==> src/rtl/ecc_err_log.sv <==
module ecc_err_log #(
  parameter int AW = 5
) (
  input  logic          clk,
  input  logic          rst_n,
  input  logic          reg_wr,
  input  logic [AW-1:0] reg_addr,
  input  logic [31:0]   reg_wdata,
  output logic [31:0]   reg_rdata,
  input  logic          ce_pulse,
  input  logic          ue_pulse,
  input  logic [25:0]   err_line,
  input  logic          err_chan,
  input  logic [7:0]    err_syn,
  input  logic [7:0]    err_req,
  input  logic          refresh_to,
  input  logic          lock_err,
  input  logic          thermal_evt,
  output logic          rpt0,
  output logic          rpt1,
  output logic          rpt2
);
  localparam logic [AW-1:0] OFF_STAT = AW'(8'h00);
  localparam logic [AW-1:0] OFF_ADDR = AW'(8'h04);
  localparam logic [AW-1:0] OFF_AHI  = AW'(8'h08);
  localparam logic [AW-1:0] OFF_SYN  = AW'(8'h0C);
  localparam logic [AW-1:0] OFF_REQ  = AW'(8'h10);
  localparam logic [AW-1:0] OFF_MSK0 = AW'(8'h14);
  localparam logic [AW-1:0] OFF_MSK1 = AW'(8'h18);
  localparam logic [AW-1:0] OFF_MSK2 = AW'(8'h1C);
  localparam logic [15:0] STAT_BITS = 16'h0B03;
  localparam logic [15:0] ECC_BITS  = 16'h0003;

  logic [15:0] stat_q, msk0_q, msk1_q, msk2_q;
  logic [25:0] line_q;
  logic        chan_q;
  logic [7:0]  syn_q, req_q;

  logic [15:0] evt, clr;
  logic        cap_ue, cap_ce;

  assign evt = {4'b0, thermal_evt, 1'b0, lock_err, refresh_to, 6'b0, ue_pulse, ce_pulse};
  assign clr = (reg_wr && reg_addr == OFF_STAT) ? reg_wdata[15:0] : 16'h0;

  assign cap_ue = ue_pulse && !stat_q[1];
  assign cap_ce = ce_pulse && !ue_pulse && !stat_q[0] && !stat_q[1];

  always_ff @(posedge clk) begin
    if (!rst_n) begin
      stat_q <= '0;
      msk0_q <= '0;
      msk1_q <= '0;
      msk2_q <= '0;
      line_q <= '0;
      chan_q <= 1'b0;
      syn_q  <= '0;
      req_q  <= '0;
    end else begin
      stat_q <= ((stat_q & ~clr) | evt) & STAT_BITS;
      if (reg_wr && reg_addr == OFF_MSK0) msk0_q <= reg_wdata[15:0] & STAT_BITS;
      if (reg_wr && reg_addr == OFF_MSK1) msk1_q <= reg_wdata[15:0] & ECC_BITS;
      if (reg_wr && reg_addr == OFF_MSK2) msk2_q <= reg_wdata[15:0] & ECC_BITS;
      if (cap_ue || cap_ce) begin
        line_q <= err_line;
        chan_q <= err_chan;
        syn_q  <= err_syn;
        req_q  <= err_req;
      end
    end
  end

  always_comb begin
    case (reg_addr)
      OFF_STAT: reg_rdata = {16'h0, stat_q};
      OFF_ADDR: reg_rdata = {line_q[24:0], 6'b0, chan_q};
      OFF_AHI:  reg_rdata = {31'h0, line_q[25]};
      OFF_SYN:  reg_rdata = {24'h0, syn_q};
      OFF_REQ:  reg_rdata = {24'h0, req_q};
      OFF_MSK0: reg_rdata = {16'h0, msk0_q};
      OFF_MSK1: reg_rdata = {16'h0, msk1_q};
      OFF_MSK2: reg_rdata = {16'h0, msk2_q};
      default:  reg_rdata = 32'h0;
    endcase
  end

  assign rpt0 = |(stat_q & msk0_q);
  assign rpt1 = |(stat_q & msk1_q);
  assign rpt2 = |(stat_q & msk2_q);

  assert_set_wins_R4: assert property (@(posedge clk) disable iff (!rst_n)
    ce_pulse |=> stat_q[0]);

  assert_w1c_R3: assert property (@(posedge clk) disable iff (!rst_n)
    (reg_wr && reg_addr == OFF_STAT && reg_wdata[1] && !ue_pulse) |=> !stat_q[1]);

  assert_ue_capture_R6: assert property (@(posedge clk) disable iff (!rst_n)
    (ue_pulse && !stat_q[1]) |=> syn_q == $past(err_syn));

  assert_hold_R7: assert property (@(posedge clk) disable iff (!rst_n)
    stat_q[1] |=> ($stable(syn_q) && $stable(line_q) && $stable(chan_q)));

  assert_ecc_paths_R9: assert property (@(posedge clk) disable iff (!rst_n)
    (rpt1 || rpt2) |-> (stat_q[0] || stat_q[1]));
endmodule

==> config.mk <==
export PLATFORM = sky130hd
export DESIGN_NAME = ecc_err_log
export DESIGN_NICKNAME = d
export VERILOG_FILES = /design/src/rtl/ecc_err_log.sv
export SDC_FILE = /design/constraint.sdc
export NUM_CORES = 1
export LEC_CHECK = 0
export ABC_AREA = 1
export BUFFER_PORTS_ARGS = -buffer_cell sky130_fd_sc_hd__buf_2
export CAP_MARGIN = 5
export CORE_MARGIN = 2
export CORE_UTILIZATION = 47
export DETAILED_ROUTE_END_ITERATION = 8
export PLACE_DENSITY_LB_ADDON = 0.12
export SYNTH_ARGS = -nofsm -noshare
export SYNTH_HDL_FRONTEND = slang
export SYNTH_SLANG_ARGS = --single-unit
==> constraint.sdc <==
create_clock -name clk -period 1.15 [get_ports clk]
set_input_delay 0.0575 -clock clk [delete_from_list [all_inputs] [get_ports clk]]
set_output_delay 0.0575 -clock clk [all_outputs]
set_load 0.05 [all_outputs]
; ---- Word-level counts from Yosys, hierarchy flattened
; Cells that the tools add are included.
[totals]
ff_bits = 57
latch_bits = 0
ram_bits = 0
romBits = 0
inputBits = 88
out_inout_bits = 35
wordCells = 39
n_memories = 0
[op_classes]
add_sub_neg = 0
mul = 0
div = 0
magnitude_cmp = 0
n_eq_ne = 7
shifts = 0
n_mux = 2
n_bitwise = 6
n_reduce_logical = 16
[op_table]
columns = op, count
row1 = $pmux 32 s8, 1
row2 = $reduce_or 16->1, 3
row3 = $and 12x12->12, 2
row4 = $and 12x2->12, 2
row5 = $eq 5x5->1 const B, 4
row6 = $mux 12, 1
row7 = $not 12->12, 1
row8 = $or 12x12->12, 1
row9 = $eq 5x4->1 const B, 2
row10 = $logic_and 1x1->1, 8
row11 = $eq 5x3->1 const B, 1
row12 = $logic_not 5->1, 1
row13 = $logic_not 1->1, 3
row14 = $logic_or 1x1->1, 1

; ---- Depth between registers and ports, before layout
; Gate-level depths: netlist (run 1).
[depth]
depth_word = 6
ltp_mapped = 8
mapped_depth_nobuf = 8

; ---- Worst setup path after synthesis (run 1)
; OpenSTA, ideal clock, no wires.
[synth_timing]
kind = input to output
startpoint = input port reg_addr[4]
endpoint = output port reg_rdata[2]
arrival_ps = 1630
t_required_ps = 1092
setup_slack_ps = -538
stages = 4
n_path_buf = 1
cell_sequence = buf_4 inv_2 nand3_1 o21ai_0
[synth_via]
elab_chain_cells = 2
elab_cells_between_ends = 9
classes_between = eq/ne: 7 / mux: 1 / reduce/logical: 1
[synth_lines]
columns = item, line_no
row1 = "start, declared", 7  ; input logic [AW-1:0] reg_addr,
row2 = "$eq 5x5->1, or another cell as far along", 73  ; case (reg_addr)
row3 = $pmux 32 s8 (*), 73
row4 = "end, declared", 9  ; output logic [31:0] reg_rdata,
; Every way passes the cells marked *; elsewhere a longest branch is shown, timed or not.

; ---- Final worst setup path (run 1)
[layout_timing]
startpoint = register stat_q[0]
endpoint = output port rpt0
[layout_via]
elab_chain_cells = 2
[layout_lines]
columns = item, line_no
row1 = "start, declared", 34  ; logic [15:0] stat_q, msk0_q, msk1_q, msk2_q;
row2 = "start signal, assigned", 59  ; stat_q <= ((stat_q & ~clr) | evt) & STAT_BITS;
row3 = $and 12x12->12, 86  ; assign rpt0 = |(stat_q & msk0_q);
row4 = $reduce_or 16->1, 86
row5 = "end, declared", 19  ; output logic rpt0,
; Every way passes these cells.

==> results of run 1 <==
==> flip-flops by register name (all words and copies together) (netlist names) <==
name    flops
req_q       8
syn_q       8
msk0_q      5
msk2_q      2
stat_q      5
chan_q      1
line_q     26
msk1_q      2
==> area by class of cell <==
| class | count | area [µm²] | share of cell area |
|---|---|---|---|
| clock buffer | 11 | 141.4 | 0.03320 |
| clock inverter | 5 | 78.83 | 0.01851 |
| inverter | 50 | 200.2 | 0.04700 |
| multi-input combinational | 241 | 1356 | 0.3184 |
| sequential | 57 | 1149 | 0.2697 |
| tap | 72 | 90.09 | 0.02115 |
| timing repair buffer | 152 | 1244 | 0.2920 |
==> power by group through the flow <==
| stage | registers (µW) | clock network (µW) | logic (µW) |
|---|---|---|---|
| 2_1_floorplan | 2220 | 0 | 432 |
| 3_3_place_gp | 2230 | 0 | 670 |
| 3_5_place_dp | 2230 | 0 | 682 |
| 4_1_cts | 2190 | 2110 | 799 |
| 5_1_grt | 2210 | 2210 | 950 |
| 6_report | 2200 | 2080 | 859 |
==> tightest hold or removal path: stages <==
cell and delay (ps):
buf_2 70, o21ai_0 70, nor2_1 90
==> cell families after synthesis <==
kind of cell | synth area share
AOI/OAI and AO/OA | 0.1808
DFF | 0.4240
and+or+nand+nor | 0.2887
buffers and inverters | 0.1065
==> per-stage QoR <==
step	util	setup WS, ps	TNS [ps]
after floorplan	-	-190.3	-951.3
after global placement	0.6112	-103.1	-1477
after detailed placement	0.6112	-130.0	-3185
after CTS	0.7289	-140.6	-3446
after global routing	0.7735	-207.8	-3096
final	0.7735	-127.1	-581.1
==> worst max-delay path by stage <==
| stage | startpoint | endpoint | slack (ps) |
|---|---|---|---|
| after floorplan | reg_addr[4] | reg_rdata[2] | -190 |
| after global placement | reg_addr[3] | reg_rdata[1] | -100 |
| after detailed placement | reg_addr[3] | reg_rdata[1] | -130 |
| after CTS | stat_q[0] | rpt0 | -140 |
| after global routing | msk1_q[0] | reg_rdata[0] | -210 |
| final | stat_q[0] | rpt0 | -130 |
==> synthesized netlist by cell type (all sizes together) <==
cell	instances	area share
a21oi	37	0.069
buf	11	0.027
clkbuf	6	0.0084
dfxtp	57	0.42
inv	50	0.071
nand2	47	0.072
nand3	15	0.032
nand4	4	0.0093
nor2	77	0.17
nor3	1	0.0019
o21ai	59	0.11
o22ai	1	0.0023
==> metal layers <==
metal	global-route usage	vias to the layer above
met4	0.1276	0
met5	0	-
met2	0.3739	95
met3	0.04977	18
met1	0.2955	1267
li1	-	1453
==> repair_timing <==
item	4_1_cts	5_1_grt
endpoints found under the setup margin	77	75
setup buffers	4	5
resized for setup	46	92
hold endpoints to repair	29	0
cloned	0	0
pin swaps	11	11
hold buffers	29	0
==> impl_metrics.yaml, run 1 <==
routing:
  routed_wl_um: 7517
  avgViaCountPerCell: 4.818
  ant_nets: 0
  drt_pre_antenna_iters: 4
  drt_iter0_drc: 127
  met1_length_um: 3179
  top_layer: "met4"
  drc_errors: 0
  dr_wl_met2_um: 3744
  avgRoutedWirePerCell_um: 12.78
  vias: 2833
  wl_met3_um: 413
clocking:
  cts_sinks: 57
  cts_tree: "built"
  root_buffer: "clkbuf_8"
  clk_pin_slew_ps: 70
  h-tree-depth: 3
  numCtsBuffers: 9
  clockBufferDepth: 2
  clk_latency_ps: 330
setup_path:
  cp-end-kind: "primary output"
  worstRegToRegCells: 7
  max_stage_delay_ps: 350
  r2r-end: "syn_q[0]"
  path_max_fanout: 3
  crit_top_cell: "buf_6"
  crit_buf_inv: 4
  r2r_start: "stat_q[1]"
  cpLargestDelayFamily: "buffers and inverters"
  crit_type: "register to primary output"
  start_kind: "register"
  worstPathArrival_ps: 1220
  path_cells: "buf_6, inv_4, o21ai_2, inv_1, nand4_1, buf_6"
  cp_slowest_cell: "dfxtp_2"
  rrSetupSlack_ps: -80
  cp_num_cells: 6
  required_ps: 1090
floorplan:
  std_cell_rows: 27
  initial_core_util: 0.4888
  dieArea_um2: 6347
  die_h_um: 79.67
  io_pins: 123
  die_x_um: 79.67
  core_region_area_um2: 5507
logic_synthesis:
  synth_fp_nets: 453
  synth_cell_types: 25
  syn_area_per_cell_um2: 7.374
  synth-seq-area-share: 0.4240
  ys.warnings.count: 0
  synth_area_um2: 2691
  synth_cells: 365
  ys_seq_elements: 57
layout:
  mostFrequentLayoutCells: "buf_2 (58), dfxtp_1 (51), nor2_1 (47), inv_1 (40), nand2_1 (39)"
  layout-drive-gt1-share: 0.4012
  area.growth.synth_to_final_pct: 58.25
  final_cell_area_um2: 4259
  fin_cells: 588
  fin_nets: 599
  num-fill-cells: 404
  diodes: 0
  layout_commonest_cell: "buf_2"
min_path:
  min_path_type: "input port to register"
  holdPathEnd: "req_q[6]"
  holdPathStages: 3
  hold_start: "err_req[6]"
global_routing:
  grt_usage: 0.2348
  grt_start_max_net_pins: 39
  grt_pass1_vias: 2630
  antenna_found_initial: 0
  overflow: 0
  grt_first_pass_wirelength_um: 11630
timing:
  worst_slack_ps: -127.1
  relSlewSlack: 0.7711
  holdWs_ps: -1.374
  rsz0062_at_grt: "yes"
  tightest_slew_ps: 343.4
  period_needed_ps: 1277
  skew_ps: 9.315
  max_freq_mhz: 783.0
  hold_violations: 3
  finalSetupViolCount: 10
  min_period_over_period: 1.110
  drv_slew: 0
pwr:
  p_sw_frac: 0.2619
  p_per_area_nw_per_um2: 1207
  power_uw: 5139
  vdd_drop_max_uv: 1031
  p_leak_uw: 0.001951
  p_clk_frac: 0.405
  power.internal_uw: 3794
  seqPwrFrac: 0.428
  pwr-share-comb: 0.167
  power_switching_uw: 1346
run:
  drv_cap: 0
place:
  dp_cells: 534
  post-dp-hpwl_um: 4772
  postPlaceCellArea_um2: 3366
  gp_congestion: 0.8257
  io_buffers: 95
run_status:
  violations: "hold timing, setup timing"
  status: "complete, but fails checks"
(Power assumes the default switching activity.)
==> run 2: changes to the inputs <==
--- a/config.mk
+++ b/config.mk
@@ -11,7 +11,7 @@
 export CORE_MARGIN = 2
 export CORE_UTILIZATION = 47
 export DETAILED_ROUTE_END_ITERATION = 8
-export PLACE_DENSITY_LB_ADDON = 0.12
+export PLACE_DENSITY = 0.8
 export SYNTH_ARGS = -nofsm -noshare
 export SYNTH_HDL_FRONTEND = slang
 export SYNTH_SLANG_ARGS = --single-unit
==> impl_metrics.yaml, run 2 (synthesis gave the netlist of run 1 again) <==
run_status:
  status: "complete, but fails checks"
  violations: "hold timing, setup timing"
setup_path:
  path_max_fanout: 2
  worstPathArrival_ps: 1360
  cp-end-kind: "primary output"
  r2r_start: "stat_q[0]"
  start_kind: "register"
  required_ps: 1090
  r2r-end: "req_q[3]"
  rrSetupSlack_ps: -190
  crit_type: "register to primary output"
  worstRegToRegCells: 8
timing:
  worst_slack_ps: -268.6
  holdWs_ps: -29.61
  finalSetupViolCount: 52
  rsz0062_at_grt: "yes"
  tightest_slew_ps: 443.7
  skew_ps: 8.102
  max_freq_mhz: 704.9
  drv_slew: 0
  min_period_over_period: 1.234
  period_needed_ps: 1419
  relSlewSlack: 0.7042
  hold_violations: 5
layout:
  diodes: 0
  layout-drive-gt1-share: 0.5162
  mostFrequentLayoutCells: "buf_2 (57), dfxtp_1 (51), nor2_1 (45), inv_1 (39), nand2_1 (36)"
  multi_input_area_um2: 1663
  utilization: 0.8668
  seq_area_um2: 1149
  num-fill-cells: 267
  fin_cells: 597
  top_regs: "line_q (26), req_q (8), syn_q (8)"
  largest_register_ffs: 26
  layout_commonest_cell: "buf_2"
  fin_nets: 610
  area.growth.synth_to_final_pct: 77.36
  regMostFlops: "line_q"
clocking:
  cts_sinks: 57
  clk_latency_ps: 340
  cts_tree: "built"
  clockBufferDepth: 2
  clk_pin_slew_ps: 70
  root_buffer: "clkbuf_8"
  h-tree-depth: 3
  numCtsBuffers: 9
min_path:
  holdPathEnd: "line_q[12]"
  holdPathStages: 3
  min_path_type: "input port to register"
  hold_start: "err_line[12]"
routing:
  vias: 3290
  drt_iter0_drc: 232
  routed_wl_um: 11140
  avgViaCountPerCell: 5.511
  ant_nets: 0
  avgRoutedWirePerCell_um: 18.67
  drt_pre_antenna_iters: 5
  drc_errors: 0
place:
  io_buffers: 95
  post-dp-hpwl_um: 4793
  gp_congestion: 0.8947
  dp_cells: 531
global_routing:
  antenna_found_initial: 0
  overflow: 0
  grt_usage: 0.2449
  grt_first_pass_wirelength_um: 12050
  grt_start_max_net_pins: 36
  grt_pass1_vias: 2774
run:
  drv_cap: 0
pwr:
  vdd_drop_max_uv: 734.9
  pwr-share-comb: 0.235
  p_sw_frac: 0.3030
  p_clk_frac: 0.347
  p_per_area_nw_per_um2: 1115
  power.internal_uw: 3709
  p_leak_uw: 0.002156
  seqPwrFrac: 0.418
  power_switching_uw: 1613
floorplan:
  std_cell_rows: 27
  io_pins: 123
  initial_core_util: 0.4888
  die_h_um: 79.67
  die_x_um: 79.67
  dieArea_um2: 6347
  core_region_area_um2: 5507
[run 2: cell count changes in the layout (fill, tap and decap cells not counted), moves of 4 or more]
cell           previous run  this run
dlygate4sd3_1            29        33
buf_8                     0         6
o21ai_0                  35         7
buf_4                    30        23
nand2_4                   3         8
a21oi_2                   1        20
o21ai_4                   0         8
a21oi_1                  36        16
o21ai_2                   8        31
[run 2: area by class of cell]
type,count,area share
clock inverter,3,0.008912
tap,72,0.01887
multi-input combinational,241,0.3484
timing repair buffer,162,0.3062
clock buffer,11,0.02962
sequential,57,0.2406
timing repair inverter,1,0.003408
inverter,50,0.04404
[run 2: power by group through the flow]
stage	registers [µW]	clock network (µW)	logic (µW)
2_1_floorplan	2220	0	432
3_5_place_dp	2230	0	660
6_report	2220	1850	1250
3_3_place_gp	2230	0	645
5_1_grt	2230	1920	1320
4_1_cts	2190	1800	800
[run 2: timing repair]
item,4_1_cts,5_1_grt
hold endpoints to repair,26,7
cloned,1,6
pin swaps,11,42
setup buffers,5,8
setup endpoints to repair,52,77
hold buffers,26,7
gates resized for setup,56,202
[run 2: metrics by stage]
| stage | cell area (µm²) | setup slack [ps] | hold WS [ps] | total power (µW) | TNS, ps |
|---|---|---|---|---|---|
| after CTS | 4005 | -127.2 | 0.7749 | 4791 | -2082 |
| after detailed placement | 3356 | -113.3 | 310.5 | 2891 | -2808 |
| after floorplan | 2704 | -190.3 | 191.5 | 2649 | -951.3 |
| final | 4773 | -268.6 | -29.61 | 5322 | -5336 |
| after global placement | 3356 | -86.28 | 297.9 | 2872 | -1970 |
| after global routing | 4773 | -314.9 | -1.680 | 5472 | -7318 |
[run 2: worst max path at each step]
stage,cells after the start,endpoint,slack (ps),startpoint
after CTS,6,rpt0,-130,stat_q[0]
after detailed placement,8,reg_rdata[2],-110,reg_addr[1]
after floorplan,4,reg_rdata[2],-190,reg_addr[4]
final,7,reg_rdata[0],-270,msk1_q[0]
after global routing,7,reg_rdata[0],-310,msk1_q[0]
after global placement,8,reg_rdata[2],-90,reg_addr[1]
[run 2: metal layers]
| layer | global-route usage | wire [µm] | share of wire | up-vias |
|---|---|---|---|---|
| met5 | 0 | 0 | 0 | - |
| li1 | - | - | - | 1482 |
| met4 | 0.1190 | 796 | 0.071 | 0 |
| met3 | 0.04412 | 610 | 0.055 | 69 |
| met1 | 0.2847 | 3868 | 0.35 | 1551 |
| met2 | 0.4311 | 5869 | 0.53 | 188 |
[run 2: worst max-delay path, stage by stage (launching register included)]
cell     delay (ps)
dfxtp_2         330
inv_2            80
a21oi_2          60
nand2_1          70
nand2_1          70
nor2_1          130
nand2_1         110
buf_6           170
